$ cat src/rtl/psram_pkg.sv
`timescale 1ns/1ps
package psram_pkg;
  typedef enum logic [2:0] {
    ST_PWRUP, ST_IDLE, ST_RD, ST_WR, ST_WREC, ST_DESEL
  } psram_st_e;

  function automatic int unsigned ns2cyc(int unsigned ns, int unsigned clk_ps);
    return (ns * 1000 + clk_ps - 1) / clk_ps;
  endfunction

  function automatic int unsigned umax(int unsigned a, int unsigned b);
    return (a > b) ? a : b;
  endfunction
endpackage

$ cat src/rtl/psram_timer.sv
`timescale 1ns/1ps
module psram_timer #(
  parameter int unsigned W       = 8,
  parameter int unsigned RST_VAL = 0
) (
  input  logic         clk_i,
  input  logic         rst_ni,
  input  logic         load_i,
  input  logic [W-1:0] load_val_i,
  output logic         done_o
);
  logic [W-1:0] cnt_q;

  always_ff @(posedge clk_i or negedge rst_ni) begin
    if (!rst_ni)             cnt_q <= W'(RST_VAL);
    else if (load_i)         cnt_q <= load_val_i;
    else if (cnt_q != '0)    cnt_q <= cnt_q - 1'b1;
  end

  assign done_o = (cnt_q == '0);
endmodule

$ cat src/rtl/psram_sel_guard.sv
`timescale 1ns/1ps
// Counts selected cycles; room_o says one more word still fits the cap.
module psram_sel_guard #(
  parameter int unsigned W     = 8,
  parameter int unsigned LIMIT = 100,
  parameter int unsigned GUARD = 10
) (
  input  logic clk_i,
  input  logic rst_ni,
  input  logic sel_i,
  output logic room_o
);
  logic [W-1:0] cnt_q;

  always_ff @(posedge clk_i or negedge rst_ni) begin
    if (!rst_ni)     cnt_q <= '0;
    else if (sel_i)  cnt_q <= cnt_q + 1'b1;
    else             cnt_q <= '0;
  end

  assign room_o = ({1'b0, cnt_q} + (W+1)'(GUARD)) <= (W+1)'(LIMIT);
endmodule

$ cat src/rtl/psram_page_ctrl.sv
`timescale 1ns/1ps
module psram_page_ctrl
  import psram_pkg::*;
#(
  parameter int unsigned CLK_PS    = 4000,
  parameter int unsigned PWRUP_NS  = 200000,
  parameter int unsigned RC_NS     = 70,
  parameter int unsigned PC_NS     = 25,
  parameter int unsigned OE_NS     = 25,
  parameter int unsigned WP_NS     = 50,
  parameter int unsigned DS_NS     = 20,
  parameter int unsigned MAXSEL_NS = 20000,
  parameter int unsigned CP_NS     = 5,
  parameter int unsigned AW        = 21,
  parameter int unsigned PAGE_BITS = 4,
  parameter int unsigned LEN_W     = 4
) (
  input  logic             clk_i,
  input  logic             rst_ni,
  input  logic             req_valid_i,
  output logic             req_ready_o,
  input  logic [AW-1:0]    req_addr_i,
  input  logic             req_we_i,
  input  logic [1:0]       req_be_i,
  input  logic [LEN_W-1:0] req_len_i,
  input  logic [15:0]      req_wdata_i,
  output logic             wdata_take_o,
  output logic [15:0]      rdata_o,
  output logic             rdata_valid_o,
  output logic [AW-1:0]    mem_addr_o,
  output logic             mem_sel_no,
  output logic             mem_sel_o,
  output logic             mem_oe_no,
  output logic             mem_we_no,
  output logic             mem_hi_no,
  output logic             mem_lo_no,
  output logic [15:0]      mem_dq_o,
  output logic             mem_dq_oe_o,
  input  logic [15:0]      mem_dq_i
);
  localparam int unsigned PU_C    = umax(ns2cyc(PWRUP_NS, CLK_PS), 1);
  localparam int unsigned RDF_C   = umax(umax(ns2cyc(RC_NS, CLK_PS), ns2cyc(OE_NS, CLK_PS)), 1);
  localparam int unsigned RDP_C   = umax(ns2cyc(PC_NS, CLK_PS), 1);
  localparam int unsigned WR_C    = umax(umax(ns2cyc(WP_NS, CLK_PS), ns2cyc(DS_NS, CLK_PS)), 1);
  localparam int unsigned CP_C    = umax(ns2cyc(CP_NS, CLK_PS), 1);
  localparam int unsigned SEL_C   = ns2cyc(MAXSEL_NS, CLK_PS);
  localparam int unsigned GUARD_C = umax(RDP_C, WR_C + 1) + 1;
  localparam int unsigned TW      = $clog2(PU_C + RDF_C + WR_C + CP_C + 1);
  localparam int unsigned SW      = $clog2(SEL_C + GUARD_C + 1) + 1;

  psram_st_e            st_q, st_d;
  logic [AW-1:0]        addr_q, addr_d;
  logic [LEN_W-1:0]     left_q, left_d;
  logic [15:0]          wdat_q, wdat_d;
  logic [1:0]           be_q, be_d;
  logic                 we_q, we_d, pend_q, pend_d;
  logic                 t_load, t_done, take, cap, room, sel_act, page_last;
  logic [TW-1:0]        t_val;
  logic [15:0]          rdata_q;
  logic                 rvalid_q;

  psram_timer #(.W(TW), .RST_VAL(PU_C - 1)) u_timer (
    .clk_i, .rst_ni, .load_i(t_load), .load_val_i(t_val), .done_o(t_done)
  );

  psram_sel_guard #(.W(SW), .LIMIT(SEL_C), .GUARD(GUARD_C)) u_guard (
    .clk_i, .rst_ni, .sel_i(sel_act), .room_o(room)
  );

  assign sel_act   = (st_q == ST_RD) || (st_q == ST_WR) || (st_q == ST_WREC);
  assign page_last = &addr_q[PAGE_BITS-1:0];

  always_comb begin
    st_d   = st_q;   addr_d = addr_q; left_d = left_q; wdat_d = wdat_q;
    be_d   = be_q;   we_d   = we_q;   pend_d = pend_q;
    t_load = 1'b0;   t_val  = '0;     take   = 1'b0;   cap = 1'b0;
    unique case (st_q)
      ST_PWRUP: if (t_done) st_d = ST_IDLE;
      ST_IDLE: if (req_valid_i) begin
        addr_d = req_addr_i; we_d = req_we_i; be_d = req_be_i;
        left_d = req_len_i;  wdat_d = req_wdata_i; take = req_we_i;
        t_load = 1'b1;
        t_val  = req_we_i ? TW'(WR_C - 1) : TW'(RDF_C - 1);
        st_d   = req_we_i ? ST_WR : ST_RD;
      end
      ST_RD: if (t_done) begin
        cap = 1'b1;
        if (left_q == '0) begin
          st_d = ST_DESEL; pend_d = 1'b0; t_load = 1'b1; t_val = TW'(CP_C - 1);
        end else begin
          addr_d = addr_q + 1'b1; left_d = left_q - 1'b1;
          t_load = 1'b1;
          if (page_last || !room) begin
            st_d = ST_DESEL; pend_d = 1'b1; t_val = TW'(CP_C - 1);
          end else begin
            t_val = TW'(RDP_C - 1);
          end
        end
      end
      ST_WR: if (t_done) st_d = ST_WREC;
      ST_WREC: begin
        t_load = 1'b1;
        if (left_q == '0) begin
          st_d = ST_DESEL; pend_d = 1'b0; t_val = TW'(CP_C - 1);
        end else begin
          take = 1'b1; wdat_d = req_wdata_i;
          addr_d = addr_q + 1'b1; left_d = left_q - 1'b1;
          if (page_last || !room) begin
            st_d = ST_DESEL; pend_d = 1'b1; t_val = TW'(CP_C - 1);
          end else begin
            st_d = ST_WR; t_val = TW'(WR_C - 1);
          end
        end
      end
      ST_DESEL: if (t_done) begin
        if (pend_q) begin
          // restart after a split with full first-word timing
          t_load = 1'b1;
          t_val  = we_q ? TW'(WR_C - 1) : TW'(RDF_C - 1);
          st_d   = we_q ? ST_WR : ST_RD;
        end else begin
          st_d = ST_IDLE;
        end
      end
      default: st_d = ST_IDLE;
    endcase
  end

  always_ff @(posedge clk_i or negedge rst_ni) begin
    if (!rst_ni) begin
      st_q <= ST_PWRUP; addr_q <= '0; left_q <= '0; wdat_q <= '0;
      be_q <= '0; we_q <= 1'b0; pend_q <= 1'b0;
      rdata_q <= '0; rvalid_q <= 1'b0;
    end else begin
      st_q <= st_d; addr_q <= addr_d; left_q <= left_d; wdat_q <= wdat_d;
      be_q <= be_d; we_q <= we_d; pend_q <= pend_d;
      rvalid_q <= cap;
      if (cap) rdata_q <= mem_dq_i & {{8{be_q[1]}}, {8{be_q[0]}}};
    end
  end

  assign req_ready_o   = (st_q == ST_IDLE);
  assign wdata_take_o  = take;
  assign rdata_o       = rdata_q;
  assign rdata_valid_o = rvalid_q;
  assign mem_addr_o    = addr_q;
  assign mem_sel_no    = !sel_act;
  assign mem_sel_o     = 1'b1;
  assign mem_oe_no     = (st_q != ST_RD);
  assign mem_we_no     = (st_q != ST_WR);
  assign mem_hi_no     = !(sel_act && be_q[1]);
  assign mem_lo_no     = !(sel_act && be_q[0]);
  assign mem_dq_o      = wdat_q;
  assign mem_dq_oe_o   = (st_q == ST_WR) || (st_q == ST_WREC);
endmodule

$ cat config.mk
export PLATFORM = sky130hd
export DESIGN_NAME = psram_page_ctrl
export DESIGN_NICKNAME = d
export VERILOG_FILES = /design/src/rtl/psram_pkg.sv /design/src/rtl/psram_timer.sv /design/src/rtl/psram_sel_guard.sv /design/src/rtl/psram_page_ctrl.sv
export SDC_FILE = /design/constraint.sdc
export NUM_CORES = 1
export LEC_CHECK = 0
export BUFFER_PORTS_ARGS = -buffer_cell sky130_fd_sc_hd__buf_4
export CAP_MARGIN = 40
export CORE_MARGIN = 3
export CORE_UTILIZATION = 40
export DETAILED_ROUTE_END_ITERATION = 7
export GPL_TIMING_DRIVEN = 0
export PLACE_DENSITY = 0.71
export SLEW_MARGIN = 5
export SYNTH_ARGS = -nofsm -noshare
export SYNTH_HDL_FRONTEND = slang
export SYNTH_HIERARCHICAL = 1
export SYNTH_SLANG_ARGS = --single-unit
$ cat constraint.sdc
create_clock -name clk_i -period 3.1 [get_ports clk_i]
set_clock_uncertainty 0.1 [all_clocks]
set_input_delay 0.155 -clock clk_i [delete_from_list [all_inputs] [get_ports clk_i]]
set_output_delay 0.155 -clock clk_i [all_outputs]
set_load 0.03 [all_outputs]
* Word-level counts from Yosys, hierarchy flattened
Cells that the tools add are included.
Operators by class: muxes and demuxes 51, bitwise gates (word level) 1, magnitude comparators 1, shift-type cells 0, eq/ne operators 14, div/mod/pow operators 0, multiply operators 0, reduce and logical (&&, ||, !) cells 24, $add $sub $neg 5
Operator list (count):
- two-way mux 16 bit | 4
- two-way mux 21 bit | 3
- one-hot mux 21 bit (3 select lines) | 1
- two-way mux 3 bit | 12
- one-hot mux 16 bit (2 select lines) | 1
- two-way mux 5 bit | 5
- adder 21 x 1 -> 21 bit (second input constant) | 1
- two-way mux 4 bit | 5
- one-hot mux 5 bit (4 select lines) | 1
- one-hot mux 3 bit (6 select lines) | 1
- AND 16 bit | 1
- logical NOT 16 bit | 1
- nonzero test 16 bit | 1
- subtractor 16 x 1 -> 16 bit (second input constant) | 1
- adder 14 x 4 -> 15 bit (second input constant) | 1
- <= comparator 15 x 13 -> 1 bit (second input constant) | 1
- adder 14 x 1 -> 14 bit (second input constant) | 1
- two-way mux 14 bit | 1
- two-way mux 1 bit | 12
- != test 2 bit (second input constant) | 6
- one-hot mux 4 bit (3 select lines) | 1
- equality test 3 x 2 -> 1 bit (second input constant) | 2
- equality test 3 bit (second input constant) | 2
- != test 3 x 2 -> 1 bit (second input constant) | 2
- 17 further kinds | 29
Word-level totals: ROM bits 0, memories kept 0, flip-flop bits (word level) 95, logic and storage cells 107, bits in writable memories 0, input bits 63, latch bits 0

* Depth between registers and ports, before layout
word-level depth 9, depth in mapped cells 16

* Hierarchy
Netlist, hierarchy kept.
By module, submodules not included:
- psram_page_ctrl | area each 3469.6 sq um, sequential area each 1626.6 sq um, instances 1, cells an instance 376
- psram_sel_guard | area each 1033.5 sq um, sequential area each 350.3 sq um, instances 1, cells an instance 114
- psram_timer | area each 970.9 sq um, sequential area each 411.6 sq um, instances 1, cells an instance 104

* Least setup slack after synthesis
OpenSTA, ideal clock, no wires.
path type reg2reg, from register u_timer.cnt_q[0], to register u_timer.cnt_q[4], setup slack -0.064 ns, stages on the path, launching flop included 16, setup time 0.119 ns, data required time 2.881 ns, buffers on the path 5, arrival time 2.945 ns, cell sequence dfstp_2 inv_1 ha_1 or3b_1 buf_2 nand4b_4 nor2_8 nand4bb_1 buf_2 o211a_1 buf_2 nand2_1 clkbuf_1 clkinv_1 clkbuf_1 o21a_1
On the way: longest elaborated chain between the ends 4, elaborated cells on any way between the ends 11
RTL lines:
- from (decl) | RTL line psram_timer.sv:12 | logic [W-1:0] cnt_q;
- from (signal assigned) | RTL line psram_timer.sv:15 | if (!rst_ni) cnt_q <= W'(RST_VAL);
- from (signal assigned) | RTL line psram_timer.sv:16 | else if (load_i) cnt_q <= load_val_i;
- from (signal assigned) | RTL line psram_timer.sv:17 | else if (cnt_q != '0) cnt_q <= cnt_q - 1'b1;
- logical NOT 16 bit * | RTL line psram_timer.sv:20 | assign done_o = (cnt_q == '0);
- named net t_done | RTL line psram_page_ctrl.sv:57 | logic t_load, t_done, take, cap, room, sel_act, page_last;
- two-way mux 1 bit (on tied branches) | RTL line psram_page_ctrl.sv:115, psram_page_ctrl.sv:86
- one-hot mux 1 bit (4 select lines) * | RTL line psram_page_ctrl.sv:77 | unique case (st_q)
- named net t_load | RTL line psram_page_ctrl.sv:57
- two-way mux 16 bit / nonzero test 2 bit (equally long branches)
The timed path passes the listed nets; every way through them passes the cells marked *. The select of a mux whose other input is x is not followed. A chain may end at the register's enable or synchronous reset.

* Final worst setup path
from register u_guard.cnt_q[1], to register st_q[0]
On the way: longest elaborated chain between the ends 6
RTL lines:
- from (decl) | RTL line psram_sel_guard.sv:13 | logic [W-1:0] cnt_q;
- from (signal assigned) | RTL line psram_sel_guard.sv:17 | else if (sel_i) cnt_q <= cnt_q + 1'b1;
- adder 14 x 4 -> 15 bit | RTL line psram_sel_guard.sv:21 | assign room_o = ({1'b0, cnt_q} + (W+1)'(GUARD)) <= (W+1)'(LIMIT);
- <= comparator 15 x 13 -> 1 bit | RTL line psram_sel_guard.sv:21
- named net room | RTL line psram_page_ctrl.sv:57
- logical NOT 1 bit | RTL line psram_page_ctrl.sv:93 | if (page_last || !room) begin
- logical OR 1 bit | RTL line psram_page_ctrl.sv:93
- != test 3 x 1 -> 1 bit (no line)
- AND reduction 6 bit (no line)
- to (signal assigned) | RTL line psram_page_ctrl.sv:135 | st_q <= st_d; addr_q <= addr_d; left_q <= left_d; wdat_q <= wdat_d;
- to (decl) | RTL line psram_page_ctrl.sv:51 | psram_st_e st_q, st_d;
The timed path passes the listed nets, and every way through them passes these cells.

==> impl_metrics.tcl <==
set metrics [dict create \
    fp.dieW_um 123 \
    synth_area_leaders "dfrtp_1, nand2_1, dfstp_2" \
    synth.most_common_cell "nand2_1" \
    grt_pass1_wl_um 23600 \
    relSlewSlack 0.448 \
    hold_path_startpoint "req_addr_i[20]" \
    max_freq_ghz 0.334 \
    cp_max_fo 5 \
    fin_crit_ns 3.00 \
    cts_buffers 9 \
    cp.required_ns 3.22 \
    start_util 0.412 \
    path_class "reg2reg" \
    drt_iter0_drc 339 \
    grt-ovfl-total 0 \
    cp-endpoint "st_q[0]$_DFFE_PN0P_" \
    yosys.area.top_type_share 0.393 \
    startpoint "u_guard/cnt_q[1]$_DFF_PN0_" \
    wire_per_inst_um 15.3 \
    htreeDepth 3 \
    synth_area_per_cell_um2 9.22 \
    vias 5189 \
    die_area_mm2 0.0151 \
    setup-tns-final_ns 0 \
    layout-drive-gt1-share 0.306 \
    async_flop_share 1.00 \
    tightest_slew_ns 0.819 \
    die_h_um 123 \
    cts.clk_slew.worst_paths_ns 0.07 \
    ys_ff_latch 95 \
    io_buffers 124 \
    cts_tree "done" \
    drtAntennaViolNets 0 \
    clockPowerShare 0.174 \
    outcome "completed" \
    coreArea_mm2 0.0133 \
    fin_ws_ns 0.103 \
    grt_usage 0.196 \
    remaining_drc_errors 0 \
    timing.final.crit_share 0.967 \
    clkSinkCount 95 \
    r2r_slack_ns 0.10 \
    synth_edf_count 0 \
    clockBufferDepth 2 \
    p_comb_frac 0.509 \
    drt_wl_total_um 14900 \
    setup_viol 0 \
    reg2reg_to "st_q[0]$_DFFE_PN0P_" \
    dp_hpwl_um 10300 \
    grt_pass1_vias 4899 \
    yosysUniqueCellTypes 76 \
    yosysSeqAreaShare 0.436 \
    timing.rr.start "u_guard/cnt_q[1]$_DFF_PN0_" \
    startpoint_type "flip-flop" \
    ios 126 \
    dp_slack_ns -0.389 \
    hold_class "in2reg" \
    cp_data_arrival_time_ns 3.12 \
    clock-root-buffer "clkbuf_16" \
    hold_slack_ns 0.0121 \
    diodes 0 \
    synthFlopType "dfrtp_1" \
    viasPerCell 5.33 \
    insertion_delay_ns 0.35 \
    antenna_found_initial 0 \
    switching_share 0.436 \
    ff2ff_path_depth 12 \
    worstSetupEndpointType "flip-flop" \
    synth_commonest_cells "nand2_1, dfrtp_1, o21ai_0" \
    timing.final.hold_violations 0 \
    placedCellCount 905 \
    power_switching_uw 2910 \
    ys_warn_count 6 \
    pwr-share-seq 0.318 \
    synth_top_cell_by_area "dfrtp_1" \
    rows 42 \
    p_per_area_mw_per_mm2 878 \
    nNetsFinal 861 \
    rsz0062_at_grt "true" \
    area_growth_pct 38.7 \
    internal_power_uw 3760 \
    ir_drop_mv 0.532 \
    routabilityCongestion 0.916 \
    synthesis.area_mm2 0.00547 \
    grt_max_degree 49 \
    dr.pass1.iters 5 \
    p_leak_uw 0.00337 \
    drv_cap 0 \
    drv_slew 0 \
    synth_cells 594 \
    fin_cells 973 \
]
per-layer routing:
layer  routed length [um]  track usage  vias to the layer above
met5                    0            0                        -
met4                  234       0.0644                        0
met3                  850       0.0416                       20
met2                 7270        0.327                      159
met1                 6560        0.254                     2485
li1                     -            -                     2525
placed cells by master, fill, tap and decap left out, types with 5 or more instances in the layout:
| cell type | n |
|---|---|
| conb_1 | 12 |
| o22ai_1 | 6 |
| nor2_1 | 29 |
| clkbuf_16 | 9 |
| buf_4 | 140 |
| nand3_1 | 23 |
| nor2b_1 | 6 |
| nand4_1 | 10 |
| nand2_1 | 91 |
| dlygate4sd3_1 | 42 |
| a21oi_1 | 37 |
| xnor2_1 | 17 |
| buf_6 | 8 |
| dfstp_2 | 9 |
| dfrtp_2 | 5 |
| a2bb2oi_1 | 7 |
| or3_1 | 5 |
| o211ai_1 | 5 |
| clkbuf_1 | 9 |
| nor4_1 | 5 |
| dfrtp_1 | 81 |
| nor3_1 | 16 |
| mux2_2 | 16 |
| o21ai_0 | 40 |
| and3_1 | 6 |
| inv_1 | 17 |
| and2_1 | 12 |
| nand2b_1 | 5 |
| a31oi_1 | 9 |
| buf_2 | 8 |
| o31ai_1 | 7 |
worst min path at each step:
stage	endpoint	slack, ns	depth (start not counted)
after floorplan	be_q[0]$_DFFE_PN0P_	-0.24	0
after global placement	be_q[0]$_DFFE_PN0P_	0.25	3
after detailed placement	mem_dq_o[10]$_DFFE_PN0P_	0.12	1
after CTS	mem_addr_o[20]$_DFFE_PN0P_	0.009	3
after global routing	mem_addr_o[5]$_DFFE_PN0P_	0.03	3
final	mem_addr_o[20]$_DFFE_PN0P_	0.01	3
through the flow:
step / utilization / cell area, um2 / power [uW]
after floorplan: - / 5510 / 4290
after global placement: 0.501 / 6670 / 5250
after detailed placement: 0.503 / 6690 / 5340
after CTS: 0.563 / 7490 / 6600
after global routing: 0.571 / 7590 / 7100
final: 0.571 / 7590 / 6670
power by group through the flow:
stage          Combinational (uW)  Sequential (uW)  Clock [uW]
6_report                     3390             2120        1160
5_1_grt                      3670             2190        1240
4_1_cts                      3310             2100        1190
3_5_place_dp                 3190             2140           0
3_3_place_gp                 3130             2120           0
2_1_floorplan                1750             2540           0
logic make-up after synthesis:
logic type / count (synthesis) / share of synthesized area
XOR/XNOR: 21 / 0.0336
flip-flops: 95 / 0.436
AO/OA/AOI/OAI: 149 / 0.179
adder cells (fa/ha/maj): 6 / 0.0137
AND/OR/NAND/NOR: 245 / 0.240
multiplexers: 21 / 0.0427
other: 2 / 0.00137
buffers and inverters: 55 / 0.0533
area by class of cell:
type	count	area, um2
Buffer	34	233
Clock buffer	10	229
Clock inverter	6	76.3
Fill cell	1141	5700
Inverter	20	80.1
Multi-Input combinational cell	454	2900
Sequential cell	95	2390
Tap cell	176	220
Timing Repair Buffer	178	1460
state kept, by name, indices dropped and copies added, names as in the netlist:
| register | cells |
|---|---|
| be_q | 2 |
| left_q | 4 |
| mem_addr_o | 21 |
| mem_dq_o | 16 |
| pend_q | 1 |
| rdata_o | 16 |
| rdata_valid_o | 1 |
| st_q | 3 |
| u_guard/cnt_q | 14 |
| u_timer/cnt_q | 16 |
| we_q | 1 |
critical path, cell delays in order, from the launching register on:
cell and delay [ns]:
dfrtp_2 0.41, inv_2 0.08, ha_4 0.14, nor3b_4 0.33
nor3_4 0.09, mux2_4 0.31, o31a_1 0.28, nand4b_1 0.19
o22ai_2 0.23, nand3_2 0.18, or2_2 0.31, a21oi_1 0.15
a31oi_1 0.06
what timing repair did:
| item | 4_1_cts | 5_1_grt |
|---|---|---|
| pin swaps | 2 | 11 |
| hold buffers | 42 | 0 |
| gates resized for setup | 12 | 24 |
| endpoints found under the hold margin | 88 | 0 |
| setup buffers | 4 | 7 |
| endpoints found under the setup margin | 34 | 33 |
Note: power is estimated with default switching activity, not from simulation.
